File: config.mk
export PLATFORM = sky130hd
export DESIGN_NAME = rtc_snap_top
export DESIGN_NICKNAME = d
export VERILOG_FILES = /design/src/rtl/rtc_snap_pkg.sv /design/src/rtl/rtc_bcd_ctr.sv /design/src/rtl/rtc_month_len.sv /design/src/rtl/rtc_hold_bank.sv /design/src/rtl/rtc_snap_top.sv
export SDC_FILE = /design/constraint.sdc
export NUM_CORES = 1
export LEC_CHECK = 0
export ABC_CLOCK_PERIOD_IN_PS = 11400
export BUFFER_PORTS_ARGS = -buffer_cell sky130_fd_sc_hd__buf_4
export CORE_MARGIN = 4
export CORE_UTILIZATION = 45
export DETAILED_ROUTE_END_ITERATION = 6
export PLACE_DENSITY = 0.67
export SETUP_SLACK_MARGIN = 0.3
export SYNTH_ARGS = -nofsm -noshare
export SYNTH_HDL_FRONTEND = slang
export SYNTH_SLANG_ARGS = --single-unit
File: constraint.sdc
create_clock -name clk -period 11.4 [get_ports clk]
set_input_delay 1.71 -clock clk [delete_from_list [all_inputs] [get_ports clk]]
set_output_delay 1.71 -clock clk [all_outputs]
set_load 0.05 [all_outputs]
File: src/rtl/rtc_snap_pkg.sv
package rtc_snap_pkg;

  typedef logic [7:0] byte_t;

  localparam int NUM_FIELDS = 7;
  localparam int IDX_W      = 3;

  function automatic byte_t bcd_inc(input byte_t v);
    if (v[3:0] == 4'd9) return {v[7:4] + 4'd1, 4'd0};
    return v + 8'd1;
  endfunction

  // tens digit parity picks which units digits make a multiple of four
  function automatic logic is_leap(input byte_t y);
    if (y[4]) return (y[3:0] == 4'd2) || (y[3:0] == 4'd6);
    return (y[3:0] == 4'd0) || (y[3:0] == 4'd4) || (y[3:0] == 4'd8);
  endfunction

  function automatic byte_t field_mask(input int k);
    case (k)
      0, 1:    return 8'h7F;
      2, 4:    return 8'h3F;
      3:       return 8'h07;
      5:       return 8'h1F;
      default: return 8'hFF;
    endcase
  endfunction

  function automatic byte_t field_min(input int k);
    return (k >= 3 && k <= 5) ? 8'h01 : 8'h00;
  endfunction

  function automatic byte_t field_max(input int k);
    case (k)
      0, 1:    return 8'h59;
      2:       return 8'h23;
      3:       return 8'h07;
      5:       return 8'h12;
      default: return 8'h99;
    endcase
  endfunction

endpackage

File: src/rtl/rtc_bcd_ctr.sv
module rtc_bcd_ctr
  import rtc_snap_pkg::*;
#(
  parameter byte_t MIN_VAL = 8'h00
) (
  input  logic  clk,
  input  logic  rst_n,
  input  logic  inc_i,
  input  logic  ld_i,
  input  byte_t ld_val_i,
  input  byte_t max_i,
  output byte_t val_o,
  output logic  at_max_o
);

  byte_t val_q, val_d;
  logic  en;

  assign en       = ld_i | inc_i;
  assign at_max_o = (val_q == max_i);
  assign val_o    = val_q;

  always_comb begin
    val_d = val_q;
    if (ld_i)       val_d = ld_val_i;
    else if (inc_i) val_d = at_max_o ? MIN_VAL : bcd_inc(val_q);
  end

  always_ff @(posedge clk or negedge rst_n) begin
    if (!rst_n)  val_q <= MIN_VAL;
    else if (en) val_q <= val_d;
  end

endmodule

File: src/rtl/rtc_month_len.sv
module rtc_month_len
  import rtc_snap_pkg::*;
(
  input  byte_t month_i,
  input  byte_t year_i,
  output byte_t last_o
);

  always_comb begin
    case (month_i)
      8'h02:                      last_o = is_leap(year_i) ? 8'h29 : 8'h28;
      8'h04, 8'h06, 8'h09, 8'h11: last_o = 8'h30;
      default:                    last_o = 8'h31;
    endcase
  end

endmodule

File: src/rtl/rtc_hold_bank.sv
module rtc_hold_bank
  import rtc_snap_pkg::*;
#(
  parameter int          ADDR_W = 11,
  parameter logic [10:0] BASE   = 11'h7F8
) (
  input  logic                         clk,
  input  logic                         rst_n,
  input  logic                         we_i,
  input  logic [ADDR_W-1:0]            addr_i,
  input  byte_t                        wdata_i,
  input  logic [NUM_FIELDS-1:0][7:0]   cnt_i,
  output logic [NUM_FIELDS-1:0][7:0]   hold_o,
  output byte_t                        ctl_o,
  output logic                         load_o,
  output byte_t                        rdata_o
);

  localparam logic [ADDR_W-1:0] BASE_A = ADDR_W'(BASE);

  logic [NUM_FIELDS-1:0][7:0] hold_q, hold_d;
  byte_t                      ctl_q, ctl_d;
  logic                       hit, halted, ctl_wr, hold_en;
  logic [IDX_W-1:0]           idx;

  assign hit     = (addr_i[ADDR_W-1:IDX_W] == BASE_A[ADDR_W-1:IDX_W]);
  assign idx     = addr_i[IDX_W-1:0];
  assign halted  = ctl_q[7] | ctl_q[6];
  assign ctl_wr  = we_i & hit & (idx == '0);
  assign load_o  = ctl_wr & ctl_q[7] & ~wdata_i[7];
  assign hold_en = ~halted | (we_i & hit);

  always_comb begin
    ctl_d  = ctl_wr ? wdata_i : ctl_q;
    hold_d = hold_q;
    for (int k = 0; k < NUM_FIELDS; k++) begin
      if (!halted)
        hold_d[k] = cnt_i[k];
      else if (we_i && hit && (idx == IDX_W'(k + 1)))
        hold_d[k] = wdata_i & field_mask(k);
    end
  end

  always_ff @(posedge clk or negedge rst_n) begin
    if (!rst_n)      ctl_q <= 8'h00;
    else if (ctl_wr) ctl_q <= ctl_d;
  end

  always_ff @(posedge clk or negedge rst_n) begin
    if (!rst_n) begin
      for (int k = 0; k < NUM_FIELDS; k++) hold_q[k] <= field_min(k);
    end else if (hold_en) begin
      hold_q <= hold_d;
    end
  end

  always_comb begin
    if (!hit)            rdata_o = 8'h00;
    else if (idx == '0)  rdata_o = ctl_q;
    else                 rdata_o = hold_q[idx - IDX_W'(1)];
  end

  assign hold_o = hold_q;
  assign ctl_o  = ctl_q;

endmodule

File: src/rtl/rtc_snap_top.sv
module rtc_snap_top
  import rtc_snap_pkg::*;
#(
  parameter int          ADDR_W = 11,
  parameter logic [10:0] BASE   = 11'h7F8
) (
  input  logic              clk,
  input  logic              rst_n,
  input  logic              tick_i,
  input  logic              we_i,
  input  logic [ADDR_W-1:0] addr_i,
  input  logic [7:0]        wdata_i,
  output logic [7:0]        rdata_o
);

  logic [1:0]                 rst_sync_q;
  logic                       rst_n_sync;
  logic [NUM_FIELDS-1:0][7:0] cnt_w, hold_w, max_w;
  logic [NUM_FIELDS-1:0]      at_max, inc;
  byte_t                      ctl_w, date_last;
  logic                       load_w, adv;

  always_ff @(posedge clk or negedge rst_n) begin
    if (!rst_n) rst_sync_q <= 2'b00;
    else        rst_sync_q <= {rst_sync_q[0], 1'b1};
  end
  assign rst_n_sync = rst_sync_q[1];

  rtc_hold_bank #(.ADDR_W(ADDR_W), .BASE(BASE)) u_bank (
    .clk     (clk),
    .rst_n   (rst_n_sync),
    .we_i    (we_i),
    .addr_i  (addr_i),
    .wdata_i (wdata_i),
    .cnt_i   (cnt_w),
    .hold_o  (hold_w),
    .ctl_o   (ctl_w),
    .load_o  (load_w),
    .rdata_o (rdata_o)
  );

  rtc_month_len u_mlen (
    .month_i (cnt_w[5]),
    .year_i  (cnt_w[6]),
    .last_o  (date_last)
  );

  // carry chain: sec -> min -> hour -> (weekday, date) -> month -> year
  assign adv = tick_i & ~load_w;
  always_comb begin
    inc[0] = adv;
    inc[1] = inc[0] & at_max[0];
    inc[2] = inc[1] & at_max[1];
    inc[3] = inc[2] & at_max[2];
    inc[4] = inc[3];
    inc[5] = inc[4] & at_max[4];
    inc[6] = inc[5] & at_max[5];
  end

  for (genvar k = 0; k < NUM_FIELDS; k++) begin : g_field
    if (k == 4) begin : g_var
      assign max_w[k] = date_last;
    end else begin : g_fix
      assign max_w[k] = field_max(k);
    end
    rtc_bcd_ctr #(.MIN_VAL(field_min(k))) u_ctr (
      .clk      (clk),
      .rst_n    (rst_n_sync),
      .inc_i    (inc[k]),
      .ld_i     (load_w),
      .ld_val_i (hold_w[k]),
      .max_i    (max_w[k]),
      .val_o    (cnt_w[k]),
      .at_max_o (at_max[k])
    );
  end

endmodule

==> impl_metrics.toml <==
[outcome]
status = "finished clean"

[timing]
hold_viol_final = 0
min_period_over_period_pct = 55.4
fin_skew_ns = 0.0127
setup_slack_ns = 5.09
rsz0062_at_grt = "false"
slew_headroom_pct = 24.3
tns_ns = 0
fin_crit_ns = 6.31
worst_pin_slew_ns = 1.13
report.final.slew_viol_count = 0
setup_viol = 0
fmax_mhz = 158

[detailed_routing]
detail-route-antenna-nets = 0
dr.pass1.iters = 5
routedWlPerCell_um = 19.5
drc = 0
dr_total_vias = 6635
via_per_inst = 5.97
wirelength_um = 21700
drtIter0Drc = 602

[floorplanning]
io_pins = 31
chipWidth_um = 139
die_area_sq_um = 19300
num_rows = 47
initial_utilization_pct = 46.2
core_area_sq_um = 16600
die_h_um = 139

[global_routing]
grt_pass1_vias = 6219
grt_usage_pct = 22.7
overflow = 0
antenna_found_initial = 0
grt_max_degree = 68
grt_pass1_wl_um = 34700

[cts]
holdBufCountCts = 0
postCtsSetupRepairBufs = 0
cts_resized = 0
clk_latency_ns = 0.42
cts_root_buffer = "clkbuf_16"
cts_buffer_depth = 2
htreeDepth = 4
cts_tree = "done"
clock_sinks = 122
clk_pin_slew_ns = 0.05
cts_buffers = 17

[placement]
hpwl_um = 15000
gp_congestion = 0.913
place_inst = 1080
place.port_buffers = 30
pre_cts_ws_ns = 5.19

[power]
powerDensity_nw_per_um2 = 132
p_total_uw = 1130
power.internal_uw = 835
pwr-share-clk_pct = 45.2
switchingPower_uw = 298
leakage_uw = 0.00371
switching_share_pct = 26.3
ir_drop_mv = 0.108
seqPwrFrac_pct = 44.5
combPwrFrac_pct = 10.2

[worst_setup_path]
critPathArrivalTime_ns = 4.60
critPathCaptureType = "output port"
worstPathRequired_ns = 9.69
ff2ff_path_depth = 9
ff2ff_setup_slack_ns = 8.16
crit_type = "primary input to output port"
crit_fanout = 17
reg2reg_from = "g_field[0].u_ctr.val_o[1]$_DFFE_PN0P_"
critPathLaunchType = "primary input"
r2r-end = "g_field[6].u_ctr.val_o[1]$_DFFE_PN0P_"

[synthesis]
yosysWarnings = 0
syn-num-nets = 935
synth.most_common_cell = "nand2_1"
ys_ff_latch = 122
netlist_area_sq_um = 7700
ys_types = 70
post_synth.cell_area_avg_sq_um = 8.72
synthFlopType = "dfrtp_1"
synth_top_cell_by_area = "dfrtp_1"
synthTopCellsByArea = "dfrtp_1 (38%), mux2i_1 (7.8%), nand2_1 (6.8%)"
async_flop_share_pct = 100
synth.top_cell.area_share_pct = 37.7
syn_inst = 883
synth_enable_flop_cells = 0
synth_common_cells = "nand2_1 (140), dfrtp_1 (116), o21ai_0 (95)"
ys_seq_area_share_pct = 39.8

[cells_and_area]
n_antenna_cell = 0
syn2layout_area_growth_pct = 11.7
multiInputGateArea_sq_um = 4320
instances_no_fill = 1112
layout.nets = 931
seq_area_sq_um = 3060
drive_gt1_share_pct = 12.2
fillCellCount = 1576

[hold_path]
hold_depth = 0
hold_path_class = "register to register"
worstHoldEndpoint = "rst_sync_q[1]$_DFF_PN0_"
worstHoldStart = "rst_sync_q[0]$_DFF_PN0_"

[job]
cap_violations = 0
## per-stage QoR
| step | hold slack (ns) | utilization [%] | instance area (sq um) |
|---|---|---|---|
| detailed placement | 0.343 | 48.3 | 8030 |
| floorplan | 0.331 | - | 7700 |
| global placement | 0.333 | 48.3 | 8030 |
| CTS | 0.354 | 51.6 | 8590 |
| finish | 0.352 | 51.6 | 8590 |
| global route | 0.356 | 51.6 | 8590 |
## how the worst max path moves through the flow
stage,start,end,slack (ns),cells after the start
3_5_place_dp,addr_i[0],rdata_o[6],5.19,9
6_report,addr_i[0],rdata_o[7],5.09,9
5_1_grt,addr_i[0],rdata_o[1],4.90,9
4_1_cts,addr_i[0],rdata_o[6],5.17,9
2_1_floorplan,addr_i[0],rdata_o[3],4.83,10
3_3_place_gp,addr_i[0],rdata_o[6],5.21,9
## kinds of logic (layout without fill, tap and decap cells)
logic type | after synthesis | in the layout | share of synthesized area, %
and+or+nand+nor | 334 | 334 | 20.6
AOI/OAI and AO/OA | 220 | 220 | 17.4
DFF | 122 | 122 | 39.8
buffers and inverters | 85 | 94 | 4.28
muxes | 79 | 79 | 11.8
adders and majority gates | 29 | 29 | 4.71
xor gates and xnor gates | 13 | 13 | 1.48
other | 1 | 1 | 0.0487
## critical path: stages
cell and delay [ns]:
buf_4 0.19, clkinv_1 0.30, ha_1 0.92, nor2b_1 0.53, a21oi_1 0.18, a211oi_1 0.27, a21oi_1 0.07, nor2_1 0.19
buf_4 0.23
## power by group through the flow
| stage | logic [uW] | clock network [uW] | registers [uW] |
|---|---|---|---|
| 3_5_place_dp | 115 | 0 | 511 |
| 6_report | 116 | 513 | 505 |
| 5_1_grt | 135 | 544 | 511 |
| 2_1_floorplan | 87.6 | 0 | 495 |
| 4_1_cts | 116 | 521 | 505 |
| 3_3_place_gp | 113 | 0 | 511 |
## cell type report
cell class | instances | area share, %
multi-input cells | 676 | 50.3
flip-flops and latches | 122 | 35.7
clock buffers | 24 | 5.72
repair buffers | 37 | 3.23
well taps | 220 | 3.20
inverters | 25 | 1.09
clock inverters | 8 | 0.815
## state kept, by name, summed over array words and instances (netlist names)
| name | flops |
|---|---|
| g_field.u_ctr.val_o | 56 |
| rst_sync_q | 2 |
| u_bank.ctl_o | 8 |
| u_bank.hold_o | 56 |
## metal layers
| metal | part of all wire [%] | global-route usage, % | up-vias |
|---|---|---|---|
| li1 | - | - | 3150 |
| met1 | 45 | 31.7 | 3237 |
| met2 | 45 | 34.4 | 207 |
| met3 | 6.7 | 5.21 | 41 |
| met4 | 3.1 | 8.96 | 0 |
| met5 | 0 | 0 | - |
## cell usage in the layout, fill, tap and decap left out, types with 8 or more instances in the layout
cell / synthesis / routed
inv_1: 24 / 24
o21ai_0: 95 / 95
nand2_1: 140 / 140
nor2b_1: 8 / 8
xnor2_1: 8 / 8
buf_4: 1 / 37
mux2_2: 11 / 11
ha_1: 29 / 29
nor3_1: 17 / 17
a31oi_1: 17 / 17
nor2_1: 73 / 72
and3_1: 8 / 8
nand3_1: 23 / 23
dfrtp_1: 116 / 115
clkbuf_16: 0 / 17
mux4_2: 8 / 8
nand4_1: 15 / 15
mux2i_1: 60 / 60
a211oi_1: 12 / 12
a21oi_1: 41 / 41
(Power assumes the default switching activity.)
